--- config.mk ---
export PLATFORM = sky130hd
export DESIGN_NAME = sdram_pwrup_seq
export DESIGN_NICKNAME = d
export VERILOG_FILES = /design/src/rtl/sdr_init_pkg.sv /design/src/rtl/sdr_wait_timer.sv /design/src/rtl/sdr_row_walker.sv /design/src/rtl/sdr_mode_word.sv /design/src/rtl/sdram_pwrup_seq.sv
export SDC_FILE = /design/constraint.sdc
export NUM_CORES = 1
export LEC_CHECK = 0
export BUFFER_PORTS_ARGS = -buffer_cell sky130_fd_sc_hd__buf_4
export CAP_MARGIN = 20
export CORE_ASPECT_RATIO = 1.5
export CORE_MARGIN = 1.5
export CORE_UTILIZATION = 60
export CTS_CLUSTER_SIZE = 16
export DETAILED_ROUTE_END_ITERATION = 16
export PLACE_DENSITY = 0.84
export SLEW_MARGIN = 20
export SYNTH_ARGS = -nofsm -noshare
export SYNTH_HDL_FRONTEND = slang
export SYNTH_SLANG_ARGS = --single-unit
--- constraint.sdc ---
create_clock -name clk -period 6.34 [get_ports clk]
set_clock_uncertainty 0.05 [all_clocks]
set_input_delay 0.317 -clock clk [delete_from_list [all_inputs] [get_ports clk]]
set_output_delay 0.317 -clock clk [all_outputs]
set_load 0.02 [all_outputs]
--- src/rtl/sdr_init_pkg.sv ---
package sdr_init_pkg;

   typedef enum logic [2:0] {
      CMD_NORMAL    = 3'd0,
      CMD_NOP       = 3'd1,
      CMD_PRECHARGE = 3'd2,
      CMD_MODE_SET  = 3'd3,
      CMD_CBR       = 3'd4
   } sdr_cmd_e;

   typedef enum logic [2:0] {
      ST_IDLE,
      ST_SETTLE,
      ST_ISSUE,
      ST_GAP,
      ST_READY
   } seq_state_e;

   typedef enum logic [1:0] {
      PH_NOP,
      PH_PRE,
      PH_REF,
      PH_MRS
   } seq_phase_e;

   localparam int REF_ROUNDS = 8;
   localparam int MODE_W     = 10;
   localparam int MODE_SHIFT = 3;

   function automatic sdr_cmd_e phase_code(seq_phase_e p);
      case (p)
         PH_NOP:  return CMD_NOP;
         PH_PRE:  return CMD_PRECHARGE;
         PH_REF:  return CMD_CBR;
         default: return CMD_MODE_SET;
      endcase
   endfunction

   function automatic int max2(int a, int b);
      return (a > b) ? a : b;
   endfunction

endpackage

--- src/rtl/sdr_wait_timer.sv ---
module sdr_wait_timer #(
   parameter int CNT_W = 8
) (
   input  logic             clk,
   input  logic             rst_n,
   input  logic             load,
   input  logic [CNT_W-1:0] load_val,
   output logic             expired
);

   logic [CNT_W-1:0] cnt_q;

   if (CNT_W < 1) begin : g_bad_width
      $error("sdr_wait_timer: CNT_W must be at least 1");
   end

   always_ff @(posedge clk or negedge rst_n) begin
      if (!rst_n)
         cnt_q <= '0;
      else if (load)
         cnt_q <= load_val;
      else if (cnt_q != '0)
         cnt_q <= cnt_q - 1'b1;
   end

   assign expired = (cnt_q == '0);


   tmr_hold_zero_chk: assert property (@(posedge clk) disable iff (!rst_n)
      (!load && expired) |=> expired);


   tmr_load_chk: assert property (@(posedge clk) disable iff (!rst_n)
      (load && load_val != '0) |=> !expired);

endmodule

--- src/rtl/sdr_row_walker.sv ---
module sdr_row_walker #(
   parameter int NUM_ROWS = 4,
   localparam int IDX_W   = (NUM_ROWS > 1) ? $clog2(NUM_ROWS) : 1
) (
   input  logic                clk,
   input  logic                rst_n,
   input  logic                clear,
   input  logic                step,
   input  logic [NUM_ROWS-1:0] pop,
   output logic [IDX_W-1:0]    idx,
   output logic                hit,
   output logic                last
);

   if (NUM_ROWS < 1) begin : g_bad_rows
      $error("sdr_row_walker: NUM_ROWS must be at least 1");
   end

   if (NUM_ROWS == 1) begin : g_single
      logic unused_walk;
      assign unused_walk = clk ^ rst_n ^ clear ^ step;
      assign idx  = '0;
      assign last = 1'b1;
   end else begin : g_multi
      logic [IDX_W-1:0] idx_q;
      always_ff @(posedge clk or negedge rst_n) begin
         if (!rst_n)
            idx_q <= '0;
         else if (clear)
            idx_q <= '0;
         else if (step && !last)
            idx_q <= idx_q + 1'b1;
      end
      assign idx  = idx_q;
      assign last = (idx_q == IDX_W'(NUM_ROWS - 1));


      walk_in_range_chk: assert property (@(posedge clk) disable iff (!rst_n)
         idx_q <= IDX_W'(NUM_ROWS - 1));


      walk_ascend_chk: assert property (@(posedge clk) disable iff (!rst_n)
         (step && !clear && !last) |=> idx_q == $past(idx_q) + 1'b1);
   end

   assign hit = pop[idx];

endmodule

--- src/rtl/sdr_mode_word.sv ---
module sdr_mode_word #(
   parameter int          ADDR_W     = 13,
   parameter logic [2:0]  BURST_LEN  = 3'b010,
   parameter logic        BURST_TYPE = 1'b1,
   parameter logic        WR_BURST   = 1'b0
) (
   input  logic              cas3_sel,
   output logic [ADDR_W-1:0] mode_addr
);
   import sdr_init_pkg::*;

   localparam int NEED_W = MODE_W + MODE_SHIFT;

   if (ADDR_W < NEED_W) begin : g_bad_addr
      $error("sdr_mode_word: ADDR_W too narrow for shifted mode word");
   end

   logic [MODE_W-1:0] word;
   logic [2:0]        cas_field;

   assign cas_field = cas3_sel ? 3'b011 : 3'b010;
   assign word      = {WR_BURST, 2'b00, cas_field, BURST_TYPE, BURST_LEN};
   assign mode_addr = ADDR_W'(word) << MODE_SHIFT;

endmodule

--- src/rtl/sdram_pwrup_seq.sv ---
module sdram_pwrup_seq #(
   parameter int          NUM_ROWS      = 4,
   parameter int          ADDR_W        = 13,
   parameter int          SETTLE_CYC    = 20000,
   parameter int          NOP_CYC       = 200,
   parameter int          PRECHARGE_CYC = 3,
   parameter int          REFRESH_CYC   = 9,
   parameter int          MODE_CYC      = 2,
   parameter logic [2:0]  BURST_LEN     = 3'b010,
   parameter logic        BURST_TYPE    = 1'b1,
   parameter logic        WR_BURST      = 1'b0,
   localparam int         ROW_W         = (NUM_ROWS > 1) ? $clog2(NUM_ROWS) : 1
) (
   input  logic                clk,
   input  logic                rst_n,
   input  logic                start,
   input  logic [NUM_ROWS-1:0] row_pop,
   input  logic                cas3_sel,
   output logic                cmd_valid,
   output logic [2:0]          cmd_code,
   output logic [ROW_W-1:0]    cmd_row,
   output logic [ADDR_W-1:0]   cmd_addr,
   output logic                refresh_enable,
   output logic                done
);
   import sdr_init_pkg::*;

   localparam int MAX_WAIT = max2(max2(SETTLE_CYC, NOP_CYC),
                                  max2(max2(PRECHARGE_CYC, REFRESH_CYC), MODE_CYC));
   localparam int TMR_W    = $clog2(MAX_WAIT + 1);
   localparam int RCNT_W   = $clog2(REF_ROUNDS);

   if (SETTLE_CYC < 1 || NOP_CYC < 1 || PRECHARGE_CYC < 1 ||
       REFRESH_CYC < 1 || MODE_CYC < 1) begin : g_bad_wait
      $error("sdram_pwrup_seq: every wait must be at least one cycle");
   end

   seq_state_e          state_q;
   seq_phase_e          phase_q;
   logic [RCNT_W-1:0]   ref_cnt_q;
   logic [NUM_ROWS-1:0] pop_q;
   logic                cas3_q;

   logic                accept;
   logic                tmr_load;
   logic [TMR_W-1:0]    tmr_val;
   logic                tmr_done;
   logic                row_hit;
   logic                row_last;
   logic [ROW_W-1:0]    row_idx;
   logic [ADDR_W-1:0]   mode_addr;

   assign accept = start && (state_q == ST_IDLE || state_q == ST_READY);

   function automatic int gap_len(seq_phase_e p);
      case (p)
         PH_NOP:  return NOP_CYC;
         PH_PRE:  return PRECHARGE_CYC;
         PH_REF:  return REFRESH_CYC;
         default: return MODE_CYC;
      endcase
   endfunction

   always_comb begin
      tmr_load = 1'b0;
      tmr_val  = '0;
      if (accept) begin
         tmr_load = 1'b1;
         tmr_val  = TMR_W'(SETTLE_CYC - 1);
      end else if (state_q == ST_ISSUE && row_last) begin
         tmr_load = 1'b1;
         tmr_val  = TMR_W'(gap_len(phase_q) - 1);
      end
   end

   sdr_wait_timer #(.CNT_W(TMR_W)) u_timer (
      .clk      (clk),
      .rst_n    (rst_n),
      .load     (tmr_load),
      .load_val (tmr_val),
      .expired  (tmr_done)
   );

   sdr_row_walker #(.NUM_ROWS(NUM_ROWS)) u_walker (
      .clk   (clk),
      .rst_n (rst_n),
      .clear (state_q != ST_ISSUE),
      .step  (state_q == ST_ISSUE),
      .pop   (pop_q),
      .idx   (row_idx),
      .hit   (row_hit),
      .last  (row_last)
   );

   sdr_mode_word #(
      .ADDR_W     (ADDR_W),
      .BURST_LEN  (BURST_LEN),
      .BURST_TYPE (BURST_TYPE),
      .WR_BURST   (WR_BURST)
   ) u_mode (
      .cas3_sel  (cas3_q),
      .mode_addr (mode_addr)
   );

   always_ff @(posedge clk or negedge rst_n) begin
      if (!rst_n) begin
         state_q   <= ST_IDLE;
         phase_q   <= PH_NOP;
         ref_cnt_q <= '0;
         pop_q     <= '0;
         cas3_q    <= 1'b0;
      end else begin
         case (state_q)
            ST_IDLE, ST_READY: begin
               if (start) begin
                  state_q   <= ST_SETTLE;
                  phase_q   <= PH_NOP;
                  ref_cnt_q <= '0;
                  pop_q     <= row_pop;
                  cas3_q    <= cas3_sel;
               end
            end
            ST_SETTLE: begin
               if (tmr_done) state_q <= ST_ISSUE;
            end
            ST_ISSUE: begin
               if (row_last) state_q <= ST_GAP;
            end
            ST_GAP: begin
               if (tmr_done) begin
                  state_q <= ST_ISSUE;
                  case (phase_q)
                     PH_NOP: phase_q <= PH_PRE;
                     PH_PRE: phase_q <= PH_REF;
                     PH_REF: begin
                        if (ref_cnt_q == RCNT_W'(REF_ROUNDS - 1))
                           phase_q <= PH_MRS;
                        else
                           ref_cnt_q <= ref_cnt_q + 1'b1;
                     end
                     default: state_q <= ST_READY;
                  endcase
               end
            end
            default: state_q <= ST_IDLE;
         endcase
      end
   end

   assign cmd_valid      = (state_q == ST_ISSUE) && row_hit;
   assign cmd_code       = cmd_valid ? phase_code(phase_q) : CMD_NORMAL;
   assign cmd_row        = row_idx;
   assign cmd_addr       = (cmd_valid && phase_q == PH_MRS) ? mode_addr : '0;
   assign refresh_enable = (state_q == ST_READY);
   assign done           = (state_q == ST_READY);


   reserved_code_chk: assert property (@(posedge clk) disable iff (!rst_n)
      cmd_code <= 3'd4);


   normal_when_idle_chk: assert property (@(posedge clk) disable iff (!rst_n)
      !cmd_valid |-> cmd_code == 3'd0);


   addr_quiet_chk: assert property (@(posedge clk) disable iff (!rst_n)
      !(cmd_valid && cmd_code == 3'd3) |-> cmd_addr == '0);


   ready_hold_chk: assert property (@(posedge clk) disable iff (!rst_n)
      (done && !start) |=> (done && refresh_enable));


   refresh_after_mode_chk: assert property (@(posedge clk) disable iff (!rst_n)
      $rose(refresh_enable) |-> ($past(phase_q) == PH_MRS && $past(state_q) == ST_GAP));


   busy_start_ignored_chk: assert property (@(posedge clk) disable iff (!rst_n)
      (start && (state_q == ST_ISSUE || state_q == ST_GAP)) |=> state_q != ST_SETTLE);


   settle_silent_chk: assert property (@(posedge clk) disable iff (!rst_n)
      (state_q == ST_SETTLE) |-> (!cmd_valid && !done));

endmodule

==> impl_summary.md <==
Critical path
The critical path is of the reg2reg type. The largest stage delay on the critical path is 0.83 ns. The worst setup path is launched from a register.

Of all nets on the critical path, the largest fanout is 6. The critical path goes through inv_1, ha_1, nor3b_1, nand3_1, nor4_1, nor2_1. At the worst endpoint, the required time is 6.41 ns. STA classifies the critical path endpoint as a register. The critical path arrival is 2.59 ns. For this design, the slowest cell found on the critical path is nor4_1.

Synth
The synthesized design contains 0 enable-type register cells. The count of distinct cell types in the synthesized netlist is 45. For this run, asynchronously set or reset flops after synthesis account for 100.0%. The area of the mapped netlist is 0.001872 sq mm. In the synthesized netlist, the number of instances is 208. The most frequently used flop master after synthesis is dfrtp_1. The mean post-synth cell area is 8.999 sq um. Yosys printed 0 warnings. The part of the Yosys area used for sequential elements is 40.11%. After synthesis the netlist holds a flip-flop and latch count of 30.

Floorplan
The starting density of the core is 63.61%. The total area inside the core boundary comes to 0.002943 sq mm. The area of the die is 0.003471 sq mm. The floorplan has 24 rows. The count of boundary I/O pins is 29. In this run the horizontal extent of the chip is 48.61 um. From bottom edge to top edge, the die measures 71.41 um.

Timing
The final hold slack is 0.1738 ns. The max-slew headroom at the worst pin is 36.11%. The count of final hold-check violations came to 0. The total count of max-transition violations in the final report is 0.

The worst path uses 39.78% of the clock period. Based on the critical path, the design can be clocked at up to 396.5 MHz. Setup total negative slack on the finished layout was measured at 0 ns. The actual transition at the worst max-transition pin is 0.9496 ns. Setup repair after global routing left no endpoint under its margin.

Setup slack closes at 3.818 ns. For the finished layout, the period the worst path requires is 2.522 ns. Setup violations remaining at the end of the flow were counted as 0.

Drt
The wire length reported by the detailed router is 3886 um. Dividing the detail-routed via count by the number of cells gives 5.801. The violation count after the first detailed-routing iteration is 57. The routed layout has 1549 vias. The mean routed wirelength per cell is 14.55 um. The first detailed-routing pass ran for 4 iterations. The number of design rule violations left after detail routing is 0.

The number of nets with antenna violations after detailed routing is 0.

Place
Once detailed placement completed, the half-perimeter wirelength came to 2927 um. The count of input and output buffers is 19. The instance area after placement is 0.001987 sq mm.

At the placement stage, the worst setup path has a slack of 3.896 ns. The routability congestion estimate from global placement is 0.9029. Once placement completed, the tool counted placed cells totaling 258.

Pwr
VDD sags by at most 0.2279 mV. For this design the static power due to leakage is 0.9887 nW. The total power draw is 0.5834 mW. The total power divided by cell area is 279.4 mW/mm^2.

Global routing
The total grt overflow is 0. The number of global-route vias before repair came to 1563. Entering global routing, the biggest net connects 31 pins. The global-route total usage across every layer is 24.87%.

The first global-routing pass estimated 6624 um of wire. The number of antenna violations at the first check in global routing is 0.

CTS
The quantity of gates resized following cts is 0. The CTS tree is built. The clock latency on the worst-skew pair is 0.28 ns.

No sink is reached through more buffers than the 2 on the longest clock path. CTS built an H-tree with a depth of 2. After clock tree synthesis, the clock-pin slew on the worst setup and hold paths is 0.06 ns. TritonCTS created 5 clock buffers. Counting every sink on the clock net gives 30. CTS placed an instance of clkbuf_8 at the clock tree root.

Finish
The area growth from synthesis to layout is 11.56%. The utilization after layout is 70.96%. In the final layout, the multi-input gates occupy 0.001011 sq mm. The number of nets in the layout is 245. The post-layout instance area is 0.002088 sq mm. The fraction of layout cells with a size suffix above 1 is 14.04%. The sequential standard cell area is 750.7 sq um.

The number of antenna diodes in the final layout is 0. The final-layout fill cell count is 250. The number of standard cells in the layout, taps in and fillers out is 267.

Flow run
Across the run, the number of max-cap violations was 0.

Hold path
The min-delay analysis places its worst path in the category in2reg.

Run status
The flow ran to the end, and the final reports show no timing, DRC or antenna violations.
cell type report:
type                       instances  share of cell area (%)
multi-input combinational        161                   48.41
timing repair buffer              20                   7.310
inverter                           9                   1.618
clock inverter                     1                  0.2397
tap                               39                   2.337
clock buffer                       7                   4.134
sequential                        30                   35.95
cells by family (layout without fill, tap and decap cells):
group	Yosys count	after routing	share of synthesized area (%)
mux	3	3	2.273
compound gates	36	36	12.23
other cells	1	9	0.2003
xor+xnor	10	10	4.679
simple gates	93	93	26.34
fa+ha+maj	10	10	6.684
buf+inv	25	37	7.486
flops	30	30	40.11
layer usage:
metal	vias to the layer above	wire length, um	GRT usage [%]
met3	9	149	4.792
met5	-	0	0
met4	0	83	15.56
li1	746	-	-
met1	751	1431	25.21
met2	43	2221	46.12
sequential cells by signal, summed over array words and instances (netlist names):
register / flops
phase_q: 2
cas3_q: 1
state_q: 3
pop_q: 4
u_walker.idx: 2
u_timer.cnt_q: 15
ref_cnt_q: 3
layout by cell type, fill, tap and decap left out, types with 9 or more instances in the layout:
| master | instances |
|---|---|
| a21oi_1 | 10 |
| ha_1 | 10 |
| nand2_1 | 23 |
| nand3_1 | 10 |
| inv_1 | 9 |
| nor2_1 | 21 |
| buf_4 | 19 |
| conb_1 | 9 |
| o21ai_0 | 9 |
| dfrtp_1 | 30 |
power by group:
part	leakage [nW]	switching, mW	internal, mW
clock network	0.0482	0.0697	0.0874
registers	0.376	0.0463	0.237
logic	0.565	0.0785	0.0645
total	0.989	0.195	0.389
worst paths after layout:
kind	startpoint	endpoint	slack, ns	depth (start not counted)
setup / recovery	u_timer.cnt_q[0]	u_timer.cnt_q[8]	3.82	6
hold / removal	row_pop[1]	pop_q[1]	0.17	3
setup reg to reg	u_timer.cnt_q[0]	u_timer.cnt_q[8]	3.82	6
hold reg to reg	pop_q[2]	pop_q[2]	0.44	2
max in group asynchronous	rst_n	state_q[1]	5.49	2
min in group asynchronous	rst_n	pop_q[0]	0.47	2
synth_stat cells (3+ instances only):
cell type   n  area share, %
a21oi_1    10            2.7
and2_1      3            1.0
buf_4      12            4.8
clkbuf_1    3           0.60
dfrtp_1    30             40
ha_1       10            6.7
inv_1       9            1.8
nand2_1    23            4.6
nand2b_1    4            1.3
nand3_1    10            2.7
nand3b_1    4            1.6
nor2_1     21            4.2
nor2b_1     3            1.0
nor3_1      8            2.1
o21ai_0     9            2.4
o31ai_1     3            1.2
xnor2_1     7            3.3
xor2_1      3            1.4
critical path: cells and delay by family, from the launching register on:
kind,cells,cell delay (ns)
AND/OR/NAND/NOR,4,1.64
flip-flops,1,0.41
adder cells (fa/ha/maj),1,0.18
buffers and inverters,1,0.07
timing repair:
item                      in CTS  in global routing
hold endpoints to repair      30                  0
setup buffers                  0                  0
hold buffers                   1                  0
(Power assumes the default switching activity.)
